--- src/rtl/smag_pkg.sv ---
package smag_pkg;
  typedef enum logic {BUF_A = 1'b0, BUF_B = 1'b1} buf_sel_e;
endpackage

--- src/rtl/smag_word_packer.sv ---
module smag_word_packer #(
  parameter int WORD_W = 32
) (
  input  logic              clk,
  input  logic              rst,
  input  logic              smp_sign,
  input  logic              smp_mag,
  output logic              word_done,
  output logic [WORD_W-1:0] word_data
);
  localparam int SMP_PER_WORD = WORD_W / 2;
  localparam int IDX_W = (SMP_PER_WORD > 1) ? $clog2(SMP_PER_WORD) : 1;
  localparam logic [IDX_W-1:0] IDX_LAST = IDX_W'(SMP_PER_WORD - 1);

  // Holds the earlier samples of the word; the oldest sample sits lowest.
  logic [WORD_W-3:0] acc_q;
  logic [IDX_W-1:0]  idx_q;

  always_ff @(posedge clk) begin
    if (rst) begin
      acc_q <= '0;
      idx_q <= '0;
    end else begin
      acc_q <= {smp_sign, smp_mag, acc_q[WORD_W-3:2]};
      idx_q <= (idx_q == IDX_LAST) ? '0 : idx_q + 1'b1;
    end
  end

  assign word_done = (idx_q == IDX_LAST);
  assign word_data = {smp_sign, smp_mag, acc_q};
endmodule

--- src/rtl/smag_pingpong_ctrl.sv ---
module smag_pingpong_ctrl
  import smag_pkg::*;
#(
  parameter int DEPTH = 1024
) (
  input  logic     clk,
  input  logic     rst,
  input  logic     word_done,
  input  logic     irq_clr,
  output logic     wr_go,
  output buf_sel_e wr_sel,
  output logic     irq,
  output buf_sel_e irq_buf,
  output logic     overrun
);
  localparam int CNT_W = (DEPTH > 1) ? $clog2(DEPTH) : 1;
  localparam logic [CNT_W-1:0] CNT_LAST = CNT_W'(DEPTH - 1);

  logic [CNT_W-1:0] cnt_q, cnt_n;
  buf_sel_e         cur_q, cur_n, rdy_q, rdy_n;
  logic             irq_q, irq_n, ovr_q, ovr_n;

  function automatic buf_sel_e other(input buf_sel_e b);
    return (b == BUF_A) ? BUF_B : BUF_A;
  endfunction

  always_comb begin
    cnt_n = cnt_q;
    cur_n = cur_q;
    rdy_n = rdy_q;
    irq_n = irq_q;
    ovr_n = ovr_q;
    wr_go = word_done && !ovr_q;
    if (irq_clr) begin
      if (ovr_q) begin
        // Host drained the pending buffer; report the one filled meanwhile.
        rdy_n = cur_q;
        cur_n = other(cur_q);
        cnt_n = '0;
        ovr_n = 1'b0;
      end else begin
        irq_n = 1'b0;
      end
    end
    if (wr_go) begin
      if (cnt_q == CNT_LAST) begin
        cnt_n = '0;
        if (!irq_n) begin
          irq_n = 1'b1;
          rdy_n = cur_q;
          cur_n = other(cur_q);
        end else begin
          ovr_n = 1'b1;
        end
      end else begin
        cnt_n = cnt_q + 1'b1;
      end
    end
  end

  always_ff @(posedge clk) begin
    if (rst) begin
      cnt_q <= '0;
      cur_q <= BUF_A;
      rdy_q <= BUF_A;
      irq_q <= 1'b0;
      ovr_q <= 1'b0;
    end else begin
      cnt_q <= cnt_n;
      cur_q <= cur_n;
      rdy_q <= rdy_n;
      irq_q <= irq_n;
      ovr_q <= ovr_n;
    end
  end

  assign wr_sel  = cur_q;
  assign irq     = irq_q;
  assign irq_buf = rdy_q;
  assign overrun = ovr_q;
endmodule

--- src/rtl/smag_pingpong_packer.sv ---
module smag_pingpong_packer
  import smag_pkg::*;
#(
  parameter int WORD_W = 32,
  parameter int DEPTH  = 1024
) (
  input  logic              clk,
  input  logic              rst,
  input  logic              smp_sign,
  input  logic              smp_mag,
  input  logic              irq_clr,
  output logic              wr_a_en,
  output logic [WORD_W-1:0] wr_a_data,
  output logic              wr_b_en,
  output logic [WORD_W-1:0] wr_b_data,
  output logic              irq,
  output logic              irq_buf,
  output logic              overrun
);
  localparam int NBUF = 2;

  logic              word_done, wr_go;
  logic [WORD_W-1:0] word_data;
  buf_sel_e          wr_sel, rdy_buf;
  logic              en_q   [NBUF];
  logic [WORD_W-1:0] data_q [NBUF];

  smag_word_packer #(.WORD_W(WORD_W)) u_pack (
    .clk       (clk),
    .rst       (rst),
    .smp_sign  (smp_sign),
    .smp_mag   (smp_mag),
    .word_done (word_done),
    .word_data (word_data)
  );

  smag_pingpong_ctrl #(.DEPTH(DEPTH)) u_ctrl (
    .clk       (clk),
    .rst       (rst),
    .word_done (word_done),
    .irq_clr   (irq_clr),
    .wr_go     (wr_go),
    .wr_sel    (wr_sel),
    .irq       (irq),
    .irq_buf   (rdy_buf),
    .overrun   (overrun)
  );

  for (genvar gi = 0; gi < NBUF; gi++) begin : g_port
    always_ff @(posedge clk) begin
      if (rst) begin
        en_q[gi]   <= 1'b0;
        data_q[gi] <= '0;
      end else begin
        en_q[gi] <= wr_go && (wr_sel == buf_sel_e'(gi));
        if (wr_go && (wr_sel == buf_sel_e'(gi))) data_q[gi] <= word_data;
      end
    end
  end

  assign wr_a_en   = en_q[0];
  assign wr_a_data = data_q[0];
  assign wr_b_en   = en_q[1];
  assign wr_b_data = data_q[1];
  assign irq_buf   = rdy_buf;
endmodule

--- config.mk ---
export PLATFORM = sky130hd
export DESIGN_NAME = smag_pingpong_packer
export DESIGN_NICKNAME = d
export VERILOG_FILES = /design/src/rtl/smag_pkg.sv /design/src/rtl/smag_word_packer.sv /design/src/rtl/smag_pingpong_ctrl.sv /design/src/rtl/smag_pingpong_packer.sv
export SDC_FILE = /design/constraint.sdc
export NUM_CORES = 1
export LEC_CHECK = 0
export BUFFER_PORTS_ARGS = -buffer_cell sky130_fd_sc_hd__buf_2
export CAP_MARGIN = 20
export CORE_ASPECT_RATIO = 1.1
export CORE_MARGIN = 8
export CORE_UTILIZATION = 49
export CTS_CLUSTER_SIZE = 10
export DETAILED_ROUTE_END_ITERATION = 12
export PLACE_DENSITY = 0.74
export SETUP_SLACK_MARGIN = 0.4
export SYNTH_ARGS = -nofsm -noshare
export SYNTH_HDL_FRONTEND = slang
export SYNTH_SLANG_ARGS = --single-unit
export TNS_END_PERCENT = 100
--- constraint.sdc ---
create_clock -name clk -period 2.5 [get_ports clk]
set_clock_uncertainty 0.1 [all_clocks]
set_input_delay 0.25 -clock clk [delete_from_list [all_inputs] [get_ports clk]]
set_output_delay 0.25 -clock clk [all_outputs]
set_load 0.01 [all_outputs]
---- Word level (Yosys, flattened, before mapping) ----
Memories as Yosys holds them, arrays and structs flattened.
Cells that the tools add are included.
storage, ports and cells
  register bits ........................... 48
  RAM bits ................................ 66
  input bits .............................. 5
  output and inout port bits .............. 69
  logic and storage cells ................. 62
  memories ................................ 2
cells by class
  add/subtract/negate cells ............... 2
  eq/ne operators ......................... 2
  multiplexer cells ....................... 36
  bitwise logic cells ..................... 5
  reductions and logical operators ........ 8
memory list
  memory  words  width  rd ports  clocked after Yosys merged registers in  write ports  line                        RTL
  data_q  2      32     2         0                                        2            smag_pingpong_packer.sv:26  logic [WORD_W-1:0] data_q [NBUF];
  en_q    2      1      2         0                                        2            smag_pingpong_packer.sv:25  logic en_q [NBUF];
operator list
  cell                     count
  $mux W32                 2
  $mux W10                 4
  $mux W1                  30
  $add A10 B1 Y10 const B  1
  $eq A10 B10 Y1 const B   1
  $add A4 B1 Y4 const B    1
  $eq A4 B4 Y1 const B     1
  $or A1 B1 Y1             4
  $reduce_bool A2 Y1       2
  $logic_and A1 B1 Y1      3
  $reduce_and A2 Y1        1
  $reduce_or A2 Y1         1
  $logic_not A1 Y1         1
  $not A1 Y1               1

---- Longest topological paths before layout ----
Gate-level depths: netlist (run 1).
  depth after elaboration ................. 7
  gate-level depth with buffers ........... 7
  depth with buffers taken out ............ 5

---- Cells and area by module ----
Synthesis (run 1) repeated with hierarchy kept, for this count alone.
unflattened totals
  cells, all modules ...................... 343
  area total of the unflattened synthesis .. 4546.9 µm²
by module, submodules not included
  module                instances  cells an instance  area an instance (µm²)  sequential area each (µm²)
  smag_pingpong_packer  1          178                2801.4                  1961.9
  smag_word_packer      1          80                 996.0                   680.7
  smag_pingpong_ctrl    1          85                 749.5                   280.3

---- Worst setup path before layout (run 1) ----
OpenSTA, ideal clock, no wires.
  kind .................................... flip-flop to flip-flop
  start point ............................. register u_pack.idx_q[0]
  end point ............................... memory data_q[0][0] (enable)
  setup time .............................. 0.394 ns
  arrival ................................. 2.009 ns
  data required time ...................... 2.006 ns
  path slack .............................. -0.003 ns
  stages on the path, launching flop included .. 7
  path buffers ............................ 2
  period minus slack after synthesis ...... 2.503 ns
  path through ............................ dfxtp_1 > ha_1 > nand4b_2 > buf_2 > or2_1 > buf_2 > nand2b_1
RTL lines
  what                    line                        RTL
  start, declared         smag_word_packer.sv:17      logic [IDX_W-1:0] idx_q;
  start signal, assigned  smag_word_packer.sv:25      idx_q <= (idx_q == IDX_LAST) ? '0 : idx_q + 1'b1;
  end, declared           smag_pingpong_packer.sv:26

==> impl_metrics.yaml, run 1 <==
yosys:
  ys_ff_latch: 114
  synth_cells: 342
  synth_seq_area_share_pct: 70.9
  synthDistinctLibCells: 44
  synthArstFlopShare_pct: 0
  synth_flop_cell: "edfxtp_1"
  yosysWarnings: 0
  avgSynthCellArea_um2: 12.1
  synth-edff-count: 64
  synth_area_um2: 4120
  synth_fp_nets: 349
placement:
  place.port_buffers: 73
  gp_congestion: 0.795
  place_area_um2: 4590
  hpwl_um: 4800
critical_path:
  worstPathCellList: "ha_2 -> nand4b_4 -> or2_1 -> buf_4 -> nor2_1"
  cp_max_fo: 33
  regToRegSetupSlack_ns: 0.56
  r2r_end: "data_q[0][24]$_SDFFCE_PN0P_"
  cp_data_arrival_time_ns: 2.19
  rr_startpoint: "u_pack.idx_q[0]$_SDFF_PP0_"
  reg2regPathDepth: 5
  path_delay_family: "simple AND/OR/NAND/NOR gates"
  cp_num_buf_inv: 1
  required_ns: 2.75
  slowest_stage: "dfxtp_1"
  critPathMaxStageDelay_ns: 0.38
  critPathKind: "flip-flop to flip-flop"
  crit_path_end_kind: "flip-flop"
  startpoint_type: "flip-flop"
finish:
  final_cell_area_um2: 5260
  syn_to_final_growth_pct: 27.5
  post-route-util_pct: 63.5
  final_layout_size_suffix_gt1_share_pct: 26.7
  final_nets: 436
  fillerInstances: 626
  final_common_cell: "nor2_1"
  antenna_cells: 0
  mostFrequentLayoutCells: "nor2_1 (77), buf_2 (73), edfxtp_1 (64)"
drt:
  via_per_inst: 4.79
  antenna_left: 0
  drt-initial-drc-count: 133
  wirelength_um: 7650
  vias: 2650
  wl_per_cell_um: 13.8
  drt_pre_antenna_iters: 4
  drc: 0
power_and_ir_drop:
  power_density_nw_per_um2: 853
  vdd_drop_max_uv: 661
  power_leakage_uw: 0.00231
  power.net_switching_uw: 901
  clkPwrFrac_pct: 51.7
  seqPwrFrac_pct: 45.4
  swShare_pct: 20.1
  cell_internal_pwr_uw: 3580
  power.share.combinational_pct: 2.9
floorplan:
  core_area_um2: 8280
  rows: 35
  fp.dieArea_um2: 11600
  die_w_um: 103
  chipHeight_um: 112
  start_util_pct: 49.8
  pin_count: 74
cts:
  clkLatencyLatePin_ns: 0.50
  htree_levels: 4
  cts_buffers: 17
  cts_max_path_buffers: 2
  cts_tree: "done"
  clockRootBuffer: "clkbuf_8"
  path_clk_slew_ns: 0.05
  clock_sinks: 114
status:
  status: "completed"
timing:
  setup_violations: 0
  finalSetupTns_ns: 0
  hold_viol_final: 0
  final_max_slew_viol_count: 0
  max_freq_mhz: 515
  period_share_pct: 77.7
  finalCriticalPeriod_ns: 1.94
  relSlewSlack_pct: 74.6
  worst_slew_pin_slew_ns: 0.380
  rsz0062_at_grt: "no"
run:
  max_cap_viol_count: 0
global_route:
  grt_pass1_wl_um: 12200
  grt_max_degree: 34
  grt-ovfl-total: 0
  antenna_found_initial: 0
  grtUsageTotal_pct: 13.8
  grt_pass1_vias: 2595
worst_hold_path:
  holdPathStages: 2
  hold_class: "flip-flop to flip-flop"
  whs_endpoint: "u_pack.acc_q[20]$_SDFF_PP0_"
  hold_start: "u_pack.acc_q[22]$_SDFF_PP0_"
-- logic make-up after synthesis --
logic type / Yosys count / synth area share [%]
AND/OR/NAND/NOR: 151 / 18.5
flip-flops: 114 / 70.9
buffers and inverters: 45 / 4.70
AO/OA/AOI/OAI: 25 / 4.07
multiplexers: 4 / 1.00
adder cells (fa/ha/maj): 2 / 0.607
XOR/XNOR: 1 / 0.212
-- power by group through the flow --
stage | Clock (µW) | Combinational (µW) | Sequential (µW)
after floorplan | 0 | 50.7 | 2090
after global placement | 0 | 124 | 2070
after detailed placement | 0 | 124 | 2080
after CTS | 2350 | 132 | 2040
after global routing | 2450 | 143 | 2040
final | 2320 | 131 | 2040
-- final cells by class --
| cell class | instances | area [µm²] | share of cell area, % |
|---|---|---|---|
| clock inverter | 14 | 165 | 3.14 |
| timing repair buffer | 82 | 447 | 8.50 |
| tap | 111 | 139 | 2.64 |
| multi-input combinational | 184 | 1050 | 20.0 |
| inverter | 30 | 113 | 2.14 |
| clock buffer | 18 | 418 | 7.95 |
| sequential | 114 | 2920 | 55.6 |
-- timing repair --
item / in CTS / in global routing
gates resized for setup: 2 / 3
endpoints found under the setup margin: 33 / 39
hold buffers: 4 / 0
hold endpoints to repair: 5 / 0
buffers inserted: 0 / 0
cloned: 1 / 0
-- how the worst max path moves through the flow --
stage | startpoint | to | slack [ns] | cells past startpoint
after floorplan | u_pack.idx_q[0]$_SDFF_PP0_ | data_q[0][0]$_SDFFCE_PN0P_ | 0.53 | 6
after global placement | u_pack.idx_q[0]$_SDFF_PP0_ | data_q[0][21]$_SDFFCE_PN0P_ | 0.38 | 4
after detailed placement | u_pack.idx_q[0]$_SDFF_PP0_ | data_q[0][18]$_SDFFCE_PN0P_ | 0.33 | 4
after CTS | u_pack.idx_q[0]$_SDFF_PP0_ | u_ctrl.cnt_q[7]$_SDFFE_PP0P_ | 0.48 | 5
after global routing | u_pack.idx_q[0]$_SDFF_PP0_ | data_q[0][23]$_SDFFCE_PN0P_ | 0.45 | 5
final | u_pack.idx_q[0]$_SDFF_PP0_ | data_q[0][24]$_SDFFCE_PN0P_ | 0.56 | 5
-- per-layer routing --
layer | vias to the layer above | share of wire, % | track usage (%) | wire length, µm
li1 | 1321 | - | - | -
met1 | 1243 | 40 | 15.3 | 3050
met2 | 75 | 51 | 22.4 | 3870
met3 | 11 | 7.8 | 5.08 | 598
met4 | 0 | 1.7 | 7.15 | 132
met5 | - | 0 | 0 | 0
-- through the flow --
stage	hold slack, ns	std cells	worst slack, ns	power (µW)
5_1_grt	0.383	553	0.446	4630
4_1_cts	0.365	553	0.477	4520
6_report	0.361	553	0.558	4480
3_3_place_gp	0.342	516	0.383	2200
2_1_floorplan	0.221	342	0.533	2140
3_5_place_dp	0.351	516	0.326	2200
-- worst reg2reg max path, stage by stage, from the launching register on --
cell	delay [ns]
dfxtp_1	0.38
ha_2	0.27
nand4b_4	0.22
or2_1	0.37
buf_4	0.28
nor2_1	0.17
-- state kept, by name, indices dropped and copies added (netlist names) --
name and count:
data_q 64, en_q 2, u_ctrl.cnt_q 10, u_ctrl.irq 1, u_ctrl.irq_buf 1, u_ctrl.overrun 1
u_ctrl.wr_sel 1, u_pack.acc_q 30, u_pack.idx_q 4
-- cells in the mapped netlist, types with 2 or more instances --
| library cell | number | area share, % |
|---|---|---|
| and2_1 | 2 | 0.30 |
| nand3_1 | 6 | 0.73 |
| nand2b_1 | 36 | 5.5 |
| and3_1 | 3 | 0.46 |
| o21ai_0 | 2 | 0.24 |
| a21oi_1 | 9 | 1.1 |
| clkbuf_1 | 7 | 0.64 |
| nand2_1 | 9 | 0.82 |
| buf_2 | 6 | 0.73 |
| nor2_1 | 77 | 7.0 |
| ha_1 | 2 | 0.61 |
| and4_1 | 2 | 0.42 |
| edfxtp_1 | 64 | 47 |
| mux2i_1 | 3 | 0.73 |
| nand4_1 | 2 | 0.30 |
| inv_1 | 30 | 2.7 |
| a31oi_1 | 5 | 0.76 |
| dfxtp_1 | 50 | 24 |
| or3_1 | 2 | 0.30 |
(Power assumes the default switching activity.)
==> run 2: changes to the inputs <==
--- a/config.mk
+++ b/config.mk
@@ -5,14 +5,15 @@
 export SDC_FILE = /design/constraint.sdc
 export NUM_CORES = 1
 export LEC_CHECK = 0
+export ABC_AREA = 1
 export BUFFER_PORTS_ARGS = -buffer_cell sky130_fd_sc_hd__buf_2
 export CAP_MARGIN = 20
 export CORE_ASPECT_RATIO = 1.1
 export CORE_MARGIN = 8
-export CORE_UTILIZATION = 49
+export CORE_UTILIZATION = 55
 export CTS_CLUSTER_SIZE = 10
 export DETAILED_ROUTE_END_ITERATION = 12
-export PLACE_DENSITY = 0.74
+export PLACE_DENSITY = 0.79
 export SETUP_SLACK_MARGIN = 0.4
 export SYNTH_ARGS = -nofsm -noshare
 export SYNTH_HDL_FRONTEND = slang
==> constraint.sdc (replaced) <==
create_clock -name clk -period 1.91 [get_ports clk]
set_clock_uncertainty 0.1 [all_clocks]
set_input_delay 0.191 -clock clk [delete_from_list [all_inputs] [get_ports clk]]
set_output_delay 0.191 -clock clk [all_outputs]
set_load 0.01 [all_outputs]
==> run 2 against run 1 <==
Final cell count up 5.8%. Sequential share of layout area down 6.4 points. Sequential power up 30%. Critical path type unchanged. Sequential cell count is the same.
==> impl_metrics.yaml, run 2 <==
yosys:
  yosysTopAreaCell: "edfxtp_1"
  ys_ff_latch: 114
  synth.most_common_cell: "nor2_1"
  yosysTopAreaCellShare_pct: 46.2
  ys_top_cells_by_count: "nor2_1 (78), edfxtp_1 (64), dfxtp_1 (50), inv_1 (49), nand2_1 (34)"
  avgSynthCellArea_um2: 11.3
  synthDistinctLibCells: 28
  synth_xor_area_share_pct: 0.210
  synth_top_family_by_area: "simple AND/OR/NAND/NOR gates"
  synth_area_leaders: "edfxtp_1 (46%), dfxtp_1 (24%), nor2_1 (7.0%), inv_1 (4.4%), nor2_4 (3.2%)"
  synthSimpleGateAreaFrac_pct: 19.0
  synthMuxAreaShare_pct: 0
  synth_cells: 369
  synth-edff-count: 64
  synthArstFlopShare_pct: 0
  synth_flop_cell: "edfxtp_1"
  synth_seq_area_share_pct: 70.2
  synth_fp_nets: 376
  synthAdderAreaFrac_pct: 0.601
  synth_area_um2: 4160
  synth-compound-area-share_pct: 2.89
  yosysWarnings: 0
timing:
  finalCriticalPeriod_ns: 1.71
  relSlewSlack_pct: 57.5
  hold_viol_final: 0
  rsz0062_at_grt: "yes"
  finalSetupTns_ns: 0
  period_share_pct: 89.5
  max_freq_mhz: 585
  whs_ns: 0.143
  final_max_slew_viol_count: 0
  worst_slew_pin_slew_ns: 0.636
  setup_violations: 0
floorplan:
  rows: 33
  pin_count: 74
  fp.dieArea_um2: 10600
  die_w_um: 99.0
  core_area_um2: 7390
  start_util_pct: 56.3
  chipHeight_um: 107
finish:
  reg_top3: "data_q (64), u_pack.acc_q (30), u_ctrl.cnt_q (10)"
  final_cell_area_um2: 5970
  final_layout_size_suffix_gt1_share_pct: 47.2
  fillerInstances: 351
  top_register: "data_q"
  final_common_cell: "buf_2"
  syn_to_final_growth_pct: 43.3
  mostFrequentLayoutCells: "buf_2 (73), edfxtp_1 (64), nor2_1 (50)"
  largest_reg_flops: 64
  layoutNonFillerInstCount: 585
  final_nets: 493
  antenna_cells: 0
power_and_ir_drop:
  power_leakage_uw: 0.00231
  vdd_drop_max_uv: 933
  power_density_nw_per_um2: 1030
placement:
  place.port_buffers: 73
  hpwl_um: 5400
  place_area_um2: 4640
  dp.cells: 521
  gp_congestion: 0.831
status:
  status: "completed"
critical_path:
  setup.worst_path.end: "data_q[0][25]$_SDFFCE_PN0P_"
  cp_num_cells: 10
  crit_path_end_kind: "flip-flop"
  critPathKind: "flip-flop to flip-flop"
  cp_data_arrival_time_ns: 1.96
  regToRegSetupSlack_ns: 0.20
  slowest_stage: "dfxtp_2"
  required_ns: 2.16
  cp_num_buf_inv: 4
  critPathMaxStageDelay_ns: 0.35
  path_delay_family: "simple AND/OR/NAND/NOR gates"
  cp_max_fo: 7
  r2r_end: "data_q[0][25]$_SDFFCE_PN0P_"
  startpoint_type: "flip-flop"
  critPathLaunch: "u_pack.idx_q[0]$_SDFF_PP0_"
  rr_startpoint: "u_pack.idx_q[0]$_SDFF_PP0_"
  worstPathCellList: "ha_4 -> nand3_4 -> nor2_4 -> inv_4 -> nor2_4 -> inv_4 -> nor2_8 -> buf_12 -> inv_8 -> nor2_2"
  reg2regPathDepth: 10
cts:
  cts_max_path_buffers: 2
  clockRootBuffer: "clkbuf_8"
  clock_sinks: 114
  path_clk_slew_ns: 0.06
  htree_levels: 4
  cts_tree: "done"
  cts_buffers: 17
  clkLatencyLatePin_ns: 0.51
drt:
  drt_pre_antenna_iters: 5
  vias: 3272
  wl_per_cell_um: 21.1
  drc: 0
  via_per_inst: 5.59
  wirelength_um: 12300
  drt-initial-drc-count: 248
  antenna_left: 0
global_route:
  grt_max_degree: 33
  grt-ovfl-total: 0
  grt_pass1_wl_um: 17200
  antenna_found_initial: 0
  grt_pass1_vias: 3187
  grtUsageTotal_pct: 21.4
worst_hold_path:
  hold_class: "input pin to flip-flop"
run:
  max_cap_viol_count: 0
## run 2: worst min path at each step
stage                                from                          end  slack, ns  cells past startpoint
6_report                              rst   u_pack.acc_q[4]$_SDFF_PP0_       0.14                      3
3_3_place_gp   u_pack.idx_q[0]$_SDFF_PP0_   u_pack.idx_q[0]$_SDFF_PP0_       0.33                      1
3_5_place_dp   u_pack.idx_q[0]$_SDFF_PP0_   u_pack.idx_q[0]$_SDFF_PP0_       0.33                      1
4_1_cts                               rst              en_q[1]$_DFF_P_      -0.01                      3
2_1_floorplan                    smp_sign  u_pack.acc_q[29]$_SDFF_PP0_       0.23                      2
5_1_grt                               rst   u_pack.acc_q[4]$_SDFF_PP0_       0.14                      3
## run 2: kinds of logic after synthesis
logic type | count (synthesis)
compound gates | 22
xor+xnor | 1
fa+ha+maj | 2
buf+inv | 67
flops | 114
simple gates | 163
## run 2: where the power goes
group | total (µW) | switching (µW) | internal (µW)
clock network | 3270 | 1160 | 2100
registers | 2660 | 21.1 | 2640
logic | 206 | 140 | 65.6
total | 6130 | 1320 | 4810
## run 2: final cells by class
cell class                      instances  area (µm²)  share of cell area, %
Timing Repair inverter                  5        58.8                  0.986
Multi-Input combinational cell        193        1390                   23.3
Sequential cell                       114        2940                   49.2
Timing Repair Buffer                  100         626                   10.5
Clock inverter                         14         189                   3.17
Inverter                               55         243                   4.07
Clock buffer                           17         414                   6.94
Tap cell                               87         109                   1.82
## run 2: worst register-to-register path, cell delays in order (launching register included)
cell     delay (ns)
dfxtp_2        0.35
ha_4           0.15
nand3_4        0.07
nor2_4         0.15
inv_4          0.06
nor2_4         0.09
inv_4          0.07
nor2_8         0.12
buf_12         0.18
inv_8          0.08
nor2_2         0.13
## run 2: routing by layer
| metal | up-vias | global-route usage [%] | wire [µm] |
|---|---|---|---|
| met5 | - | 0 | 0 |
| met4 | 0 | 12.2 | 483 |
| met3 | 37 | 7.52 | 1190 |
| met2 | 231 | 36.9 | 6240 |
| met1 | 1576 | 22.5 | 4420 |
| li1 | 1428 | - | - |
## run 2: timing repair
action | in CTS | in global routing
buffers inserted | 10 | 8
pin swaps | 7 | 7
cloned | 9 | 1
endpoints found under the hold margin | 9 | 1
resized for setup | 72 | 44
setup endpoints to repair | 139 | 139
hold buffers | 4 | 1
## run 2: per-stage QoR
stage	util [%]	power, µW	setup slack (ns)
5_1_grt	80.7	6280	0.111
3_5_place_dp	62.7	2870	0.0657
3_3_place_gp	62.7	2860	0.110
6_report	80.7	6130	0.201
2_1_floorplan	-	2800	0.215
4_1_cts	77.6	6060	0.303
